[src/rtl/sbd_pkg.sv]
package sbd_pkg;

    typedef enum logic [2:0] {
        CYC_IDLE,
        CYC_MEM_RD,
        CYC_MEM_WR,
        CYC_IO_RD,
        CYC_IO_WR,
        CYC_CLASH
    } cyc_e;

    typedef struct packed {
        logic mem_rd;
        logic mem_wr;
        logic io_rd;
        logic io_wr;
        logic clash;
    } strobes_s;

    function automatic cyc_e classify(input logic port_space, input logic rd_n, input logic wr_n);
        cyc_e c;
        if (!rd_n && !wr_n)      c = CYC_CLASH;
        else if (!rd_n)          c = port_space ? CYC_IO_RD : CYC_MEM_RD;
        else if (!wr_n)          c = port_space ? CYC_IO_WR : CYC_MEM_WR;
        else                     c = CYC_IDLE;
        return c;
    endfunction

    function automatic strobes_s expand(input cyc_e c);
        strobes_s s;
        s        = '0;
        s.mem_rd = (c == CYC_MEM_RD);
        s.mem_wr = (c == CYC_MEM_WR);
        s.io_rd  = (c == CYC_IO_RD);
        s.io_wr  = (c == CYC_IO_WR);
        s.clash  = (c == CYC_CLASH);
        return s;
    endfunction

endpackage

[src/rtl/sbd_addr_latch.sv]
module sbd_addr_latch #(
    parameter int DATA_W = 8,
    parameter int HI_W   = 8,
    localparam int ADDR_W = DATA_W + HI_W
) (
    input  logic              clk,
    input  logic              rst,
    input  logic              addr_strobe,
    input  logic [HI_W-1:0]   hi_addr,
    input  logic [DATA_W-1:0] shared_bus,
    output logic [ADDR_W-1:0] addr
);

    logic [DATA_W-1:0] held_q;
    logic [DATA_W-1:0] lo_byte;

    always_ff @(posedge clk) begin
        if (rst)              held_q <= '0;
        else if (addr_strobe) held_q <= shared_bus;
    end

    // transparent while the strobe is high, frozen once it drops
    always_comb lo_byte = addr_strobe ? shared_bus : held_q;
    assign addr = {hi_addr, lo_byte};

    p_capture_r2: assert property (@(posedge clk) disable iff (rst)
        $fell(addr_strobe) && $past(!rst) |-> lo_byte == $past(shared_bus));

    p_hold_r2: assert property (@(posedge clk) disable iff (rst)
        !addr_strobe && $past(!addr_strobe) |-> $stable(lo_byte));

endmodule

[src/rtl/sbd_cycle_decode.sv]
module sbd_cycle_decode
    import sbd_pkg::*;
(
    input  logic     clk,
    input  logic     rst,
    input  logic     port_space,
    input  logic     rd_n,
    input  logic     wr_n,
    output cyc_e     cyc,
    output strobes_s strobes
);

    always_comb begin
        cyc     = classify(port_space, rd_n, wr_n);
        strobes = expand(cyc);
    end

    p_one_kind_r3: assert property (@(posedge clk) disable iff (rst)
        $onehot0(strobes));

    p_idle_r7: assert property (@(posedge clk) disable iff (rst)
        rd_n && wr_n |-> strobes == '0);

    p_space_r5: assert property (@(posedge clk) disable iff (rst)
        port_space |-> !strobes.mem_rd && !strobes.mem_wr);

endmodule

[src/rtl/sbd_select_gen.sv]
module sbd_select_gen
    import sbd_pkg::*;
#(
    parameter int ADDR_W = 16,
    parameter int PORT_W = 8,
    parameter int N_MEM  = 2,
    parameter int N_PORT = 2,
    parameter logic [N_MEM*ADDR_W-1:0]  MEM_MAP  = 32'h8001_8000,
    parameter logic [N_PORT*PORT_W-1:0] PORT_MAP = 16'h0201
) (
    input  logic              clk,
    input  logic              rst,
    input  cyc_e              cyc,
    input  logic [ADDR_W-1:0] addr,
    output logic [N_MEM-1:0]  mem_cs,
    output logic [N_PORT-1:0] port_cs
);

    logic mem_cycle;
    logic port_cycle;

    always_comb begin
        mem_cycle  = (cyc == CYC_MEM_RD) || (cyc == CYC_MEM_WR);
        port_cycle = (cyc == CYC_IO_RD)  || (cyc == CYC_IO_WR);
    end

    for (genvar i = 0; i < N_MEM; i++) begin : g_mem
        assign mem_cs[i] = mem_cycle && (addr == MEM_MAP[i*ADDR_W +: ADDR_W]);
    end

    for (genvar j = 0; j < N_PORT; j++) begin : g_port
        assign port_cs[j] = port_cycle && (addr[PORT_W-1:0] == PORT_MAP[j*PORT_W +: PORT_W]);
    end

    p_exclusive_r10: assert property (@(posedge clk) disable iff (rst)
        !((|mem_cs) && (|port_cs)));

    p_clash_quiet_r6: assert property (@(posedge clk) disable iff (rst)
        cyc == CYC_CLASH |-> mem_cs == '0 && port_cs == '0);

endmodule

[src/rtl/shared_bus_decoder.sv]
module shared_bus_decoder
    import sbd_pkg::*;
#(
    parameter int DATA_W = 8,
    parameter int ADDR_W = 16,
    parameter int N_MEM  = 2,
    parameter int N_PORT = 2,
    parameter logic [N_MEM*ADDR_W-1:0]  MEM_MAP  = 32'h8001_8000,
    parameter logic [N_PORT*DATA_W-1:0] PORT_MAP = 16'h0201
) (
    input  logic                    clk,
    input  logic                    rst,
    input  logic                    addr_strobe,
    input  logic [ADDR_W-DATA_W-1:0] hi_addr,
    input  logic [DATA_W-1:0]       shared_bus,
    input  logic                    port_space,
    input  logic                    rd_n,
    input  logic                    wr_n,
    output logic [ADDR_W-1:0]       addr,
    output logic                    mem_rd,
    output logic                    mem_wr,
    output logic                    io_rd,
    output logic                    io_wr,
    output logic                    bus_err,
    output logic [N_MEM-1:0]        mem_cs,
    output logic [N_PORT-1:0]       port_cs
);

    localparam int HI_W = ADDR_W - DATA_W;

    cyc_e     cyc;
    strobes_s strobes;

    sbd_addr_latch #(.DATA_W(DATA_W), .HI_W(HI_W)) u_latch (
        .clk(clk), .rst(rst), .addr_strobe(addr_strobe),
        .hi_addr(hi_addr), .shared_bus(shared_bus), .addr(addr)
    );

    sbd_cycle_decode u_decode (
        .clk(clk), .rst(rst), .port_space(port_space),
        .rd_n(rd_n), .wr_n(wr_n), .cyc(cyc), .strobes(strobes)
    );

    sbd_select_gen #(
        .ADDR_W(ADDR_W), .PORT_W(DATA_W), .N_MEM(N_MEM), .N_PORT(N_PORT),
        .MEM_MAP(MEM_MAP), .PORT_MAP(PORT_MAP)
    ) u_select (
        .clk(clk), .rst(rst), .cyc(cyc), .addr(addr),
        .mem_cs(mem_cs), .port_cs(port_cs)
    );

    assign mem_rd  = strobes.mem_rd;
    assign mem_wr  = strobes.mem_wr;
    assign io_rd   = strobes.io_rd;
    assign io_wr   = strobes.io_wr;
    assign bus_err = strobes.clash;

    p_memcs_needs_cycle_r8: assert property (@(posedge clk) disable iff (rst)
        |mem_cs |-> (mem_rd || mem_wr));

    p_portcs_needs_cycle_r9: assert property (@(posedge clk) disable iff (rst)
        |port_cs |-> (io_rd || io_wr));

endmodule

[config.mk]
export PLATFORM = sky130hd
export DESIGN_NAME = shared_bus_decoder
export DESIGN_NICKNAME = d
export VERILOG_FILES = /design/src/rtl/sbd_pkg.sv /design/src/rtl/sbd_addr_latch.sv /design/src/rtl/sbd_cycle_decode.sv /design/src/rtl/sbd_select_gen.sv /design/src/rtl/shared_bus_decoder.sv
export SDC_FILE = /design/constraint.sdc
export NUM_CORES = 1
export LEC_CHECK = 0
export ABC_CLOCK_PERIOD_IN_PS = 2250
export BUFFER_PORTS_ARGS = -buffer_cell sky130_fd_sc_hd__buf_4
export CORE_MARGIN = 2
export CORE_UTILIZATION = 37
export DETAILED_ROUTE_END_ITERATION = 7
export GPL_ROUTABILITY_DRIVEN = 0
export MAX_ROUTING_LAYER = met4
export PLACE_DENSITY = 0.84
export SYNTH_ARGS = -nofsm -noshare
export SYNTH_HDL_FRONTEND = slang
export SYNTH_SLANG_ARGS = --single-unit
export TNS_END_PERCENT = 20
[constraint.sdc]
create_clock -name clk -period 2.25 [get_ports clk]
set_input_delay 0.45 -clock clk [delete_from_list [all_inputs] [get_ports clk]]
set_output_delay 0.45 -clock clk [all_outputs]
set_load 0.02 [all_outputs]
---- Yosys cells after proc, flatten, opt, wreduce, memory -nomap -nowiden ----
Index checks and enable logic that the tools add are counted.
storage, ports and cells
  register bits ........................... 8
  output and inout bits ................... 25
  word-level logic and storage cells ...... 25
cells by class
  eq/ne operators ......................... 9
  mux-type cells .......................... 6
  reduce and logical (&&, ||, !) cells .... 9
operators with widths
  operator                count
  $eq A16 B16 Y1 const B  2
  $mux W3                 4
  $eq A8 B1 Y1 const B    1
  $eq A8 B2 Y1 const B    1
  $mux W8                 1
  $eq A3 B2 Y1 const B    2
  $eq A3 B3 Y1 const B    2
  $logic_and A1 B1 Y1     5
  $eq A3 B1 Y1 const B    1
  $logic_not A1 Y1        2
  $logic_or A1 B1 Y1      2
  $mux W2                 1

---- Depth between registers and ports, before layout ----
  depth in word-level cells ............... 7
  depth in mapped cells ................... 5
  mapped depth without buffers ............ 4

---- Cells and area by module ----
A second synthesis with hierarchy kept.
unflattened totals
  cells, all modules ...................... 57
  area, all modules ....................... 574.3 um2
by module, submodules not included
  module            times used  cells an instance  area an instance (um2)  seq. area each (um2)
  sbd_addr_latch    1           33                 401.6                   160.2
  sbd_select_gen    1           15                 117.6                   0.0
  sbd_cycle_decode  1           9                  55.1                    0.0

---- Least setup slack after synthesis ----
No wires, ideal clock.
  path kind ............................... input to output
  from .................................... input port rd_n
  to ...................................... output port mem_cs[0]
  data arrival time ....................... 1.958 ns
  data required time ...................... 1.800 ns
  path slack .............................. -0.158 ns
  stages .................................. 3
  cells stage by stage .................... nor3b_1 -> o211ai_1 -> nor4_1
on the way
  word-level cells in the longest chain between the ends .. 6
RTL lines
  item                                          RTL line                  source
  start, declared                               shared_bus_decoder.sv:17  input logic rd_n,
  $logic_not A1 Y1                              -
  $logic_and A1 B1 Y1                           sbd_pkg.sv:22             if (!rd_n && !wr_n) c = CYC_CLASH;
  $mux W3 (*)                                   sbd_pkg.sv:22
  $eq A3 B1 Y1 or $eq A3 B2 Y1 (tied branches)  sbd_select_gen.sv:23      mem_cycle = (cyc == CYC_MEM_RD) || (cyc == CYC_MEM_WR);
  $logic_or A1 B1 Y1 (*)                        sbd_select_gen.sv:23
  $logic_and A1 B1 Y1 (*)                       sbd_select_gen.sv:28      assign mem_cs[i] = mem_cycle && (addr == MEM_MAP[i*ADDR_W +: ADDR_W]);
  end, declared                                 shared_bus_decoder.sv:25  output logic [N_MEM-1:0] mem_cs,
Mark *: on every way between the ends. The rest lies on a longest branch, timed or not.

---- Final worst setup path ----
  from .................................... input port shared_bus[5]
  to ...................................... output port port_cs[1]
on the way
  word-level cells in the longest chain between the ends .. 3
RTL lines
  item                 RTL line                  source
  start, declared      shared_bus_decoder.sv:15  input logic [DATA_W-1:0] shared_bus,
  $mux W8              sbd_addr_latch.sv:23      always_comb lo_byte = addr_strobe ? shared_bus : held_q;
  $eq A8 B2 Y1         sbd_select_gen.sv:32      assign port_cs[j] = port_cycle && (addr[PORT_W-1:0] == PORT_MAP[j*PORT_W +: PORT_W]);
  $logic_and A1 B1 Y1  sbd_select_gen.sv:32
  end, declared        shared_bus_decoder.sv:26  output logic [N_PORT-1:0] port_cs
Every way passes these cells.

==> impl_metrics.py <==
metrics = {
    "final_layout": {
        "fin_area_sq_um": 869.6,
        "nNetsFinal": 120,
        "instances_no_fill": 111,
        "multi_input_area_sq_um": 300.3,
        "seqCellArea_sq_um": 160.2,
        "top_regs": "u_latch.held_q x8",
        "drive_gt1_share_pct": 62.50,
        "top_register": "u_latch.held_q",
        "nFillCells": 107,
        "utilization_pct": 67.67,
        "largest_reg_flops": 8,
        "area_delta_synth_final_pct": 73.32,
        "antennaDiodeCount": 0,
    },
    "timing": {
        "final-setup-viol-count": 1,
        "fin_setup_tns_ns": -0.06616,
        "grt_setup_unrepaired": "true",
        "finalMaxSlewViolations": 0,
        "fin_crit_sh_pct": 102.9,
        "hold_viol": 0,
        "fin_ws_ns": -0.06616,
        "fmax_mhz": 431.7,
        "clock_skew_ns": 0,
        "worstMarginPinSlew_ns": 0.4483,
        "slew_headroom_pct": 69.80,
        "fin_crit_ns": 2.316,
    },
    "power_and_ir_drop": {
        "p_int_w": 0.0002899,
        "ir_drop_mv": 0.3298,
        "p_leak_nw": 0.4248,
        "switching_share_pct": 30.37,
        "comb_power_share_pct": 36.7,
        "clockPowerShare_pct": 26.2,
        "power_frac_seq_pct": 37.2,
        "powerDensity_nw_per_um2": 478.8,
        "p_switching_w": 0.0001264,
    },
    "yosys": {
        "synth_cells": 55,
        "ys.flop_type": "dfxtp_1",
        "synth_top_area_share_pct": 31.92,
        "synth.cell_area_sq_um": 501.7,
        "syn_nets": 77,
        "async_flop_share_pct": 0,
        "synth_area_leader_cell": "dfxtp_1",
        "postSynthAreaPerCell_sq_um": 9.122,
        "ys_ff_latch": 8,
        "ys_types": 18,
        "synth-warning-count": 0,
        "synth_area_leaders": "dfxtp_1, mux2_2, buf_4, nor2b_1, nor3b_1",
        "synth-edff-count": 0,
        "synth_commonest_cells": "buf_4, dfxtp_1, mux2_2, nor2b_1, nor2_1",
        "yosysSeqAreaShare_pct": 31.92,
    },
    "drt": {
        "top_layer": "met4",
        "firstDrtPassIters": 3,
        "wl_met3_um": 243,
        "avgRoutedWirePerCell_um": 13.29,
        "totalWireLength_um": 1475,
        "ant_nets": 0,
        "wl_met2_um": 631,
        "drc": 0,
        "wl_met1_um": 589,
        "routed_via_density": 5.243,
        "vias": 582,
        "initialDrtViolationCount": 4,
    },
    "setup_path": {
        "required_ns": 1.80,
        "cpMaxStageDelayCell": "or4b_4",
        "path_class": "primary input to output port",
        "crit_chain": "buf_6 > or4b_4 > o22a_4 > nor4_1 > buf_4",
        "cp-start-kind": "primary input",
        "arrival_ns": 1.87,
        "worstPathMaxFanout": 4,
        "end_kind": "output port",
        "cp_slowest_stage_delay_ns": 0.53,
    },
    "grt": {
        "grt_pass1_wl_um": 1856,
        "grt_usage_pct": 18.52,
        "grt_pass1_vias": 479,
        "grt_max_degree": 11,
        "globalRouteOverflowTotal": 0,
        "antenna_found_initial": 0,
    },
    "place": {
        "io_buffers": 46,
        "placed_cells": 108,
        "hpwlAfterDp_um": 1209,
        "dp_slack_ns": -0.004797,
        "place_area_sq_um": 814.5,
    },
    "die": {
        "start_util_pct": 39.05,
        "io_pins": 47,
        "die_height_um": 40.83,
        "die_w_um": 40.83,
        "dieArea_sq_um": 1667,
        "fp-row-count": 13,
        "core_area_sq_um": 1285,
    },
    "cts": {
        "path_clk_slew_ns": 0.05,
        "cts.sinks": 8,
        "clkLatencyLatePin_ns": 0.25,
        "cts_setup_buffers": 0,
        "tritoncts": "yes",
        "clockBufferDepth": 2,
        "root_buffer": "clkbuf_4",
        "numCtsBuffers": 3,
        "htreeDepth": 1,
    },
    "outcome": {
        "violations": "setup timing",
        "status": "finished with violations",
    },
    "job": {
        "drv_cap": 0,
    },
    "worst_hold_path": {
        "hold_class": "primary input to register",
    },
}
-- power by group through the flow --
| stage | Clock, W | Combinational (W) | Sequential [W] |
|---|---|---|---|
| after floorplan | 0 | 0.0000804 | 0.000156 |
| after global placement | 0 | 0.000143 | 0.000157 |
| after detailed placement | 0 | 0.000145 | 0.000157 |
| after CTS | 0.000112 | 0.000146 | 0.000154 |
| after global routing | 0.000120 | 0.000163 | 0.000155 |
| final | 0.000109 | 0.000153 | 0.000155 |
-- per-layer routing --
| layer | vias up | track usage [%] |
|---|---|---|
| met2 | 49 | 32.42 |
| met4 | 0 | 12.50 |
| met1 | 257 | 18.42 |
| met3 | 2 | 3.261 |
| met5 | - | - |
| li1 | 274 | - |
-- cells in the final DEF (no fill, tap or decap), types with 3 or more instances in the layout --
master / count
buf_4: 45
nor3_1: 3
nor2b_1: 6
mux2_2: 6
clkbuf_4: 3
nor2_1: 4
dfxtp_1: 8
nor3b_1: 3
-- path summary, 6_finish.rpt --
| kind | depth (start not counted) | slack, ns | endpoint | startpoint |
|---|---|---|---|---|
| worst max-delay path | 5 | -0.07 | port_cs[1] | shared_bus[5] |
| worst max register to register | 2 | 1.43 | u_latch.held_q[6] | u_latch.held_q[6] |
| worst min register to register | 2 | 0.52 | u_latch.held_q[0] | u_latch.held_q[0] |
| worst min-delay path | 2 | 0.43 | u_latch.held_q[2] | rst |
-- per-stage QoR --
step / hold WS [ns] / power, W
after floorplan: 0.4701 / 0.0002360
after global placement: 0.4923 / 0.0002994
after detailed placement: 0.5077 / 0.0003023
after CTS: 0.4125 / 0.0004115
after global routing: 0.4112 / 0.0004381
final: 0.4272 / 0.0004164
-- worst max-delay path, delay by kind of cell --
| family | cells | cell delay (ns) |
|---|---|---|
| simple gates | 2 | 0.84 |
| compound gates | 1 | 0.26 |
| buf+inv | 2 | 0.31 |
-- timing repair --
item / in CTS / in global routing
endpoints found under the setup margin: 1 / 2
hold buffers: 0 / 0
pin swaps: 1 / 3
resized for setup: 0 / 6
-- final cells by class --
| class | instances | area share [%] |
|---|---|---|
| Sequential cell | 8 | 18.42 |
| Clock buffer | 3 | 2.590 |
| Inverter | 2 | 0.8633 |
| Timing Repair Buffer | 47 | 41.44 |
| Multi-Input combinational cell | 36 | 34.53 |
| Tap cell | 15 | 2.158 |
-- kinds of logic (layout without fill, tap and decap cells) --
logic type / after synthesis / in the layout / synth area share, %
AO/OA/AOI/OAI: 4 / 4 / 5.734
flip-flops: 8 / 8 / 31.92
buffers and inverters: 11 / 52 / 14.46
multiplexers: 8 / 8 / 17.46
AND/OR/NAND/NOR: 24 / 24 / 30.42
Note: power is estimated with default switching activity, not from simulation.
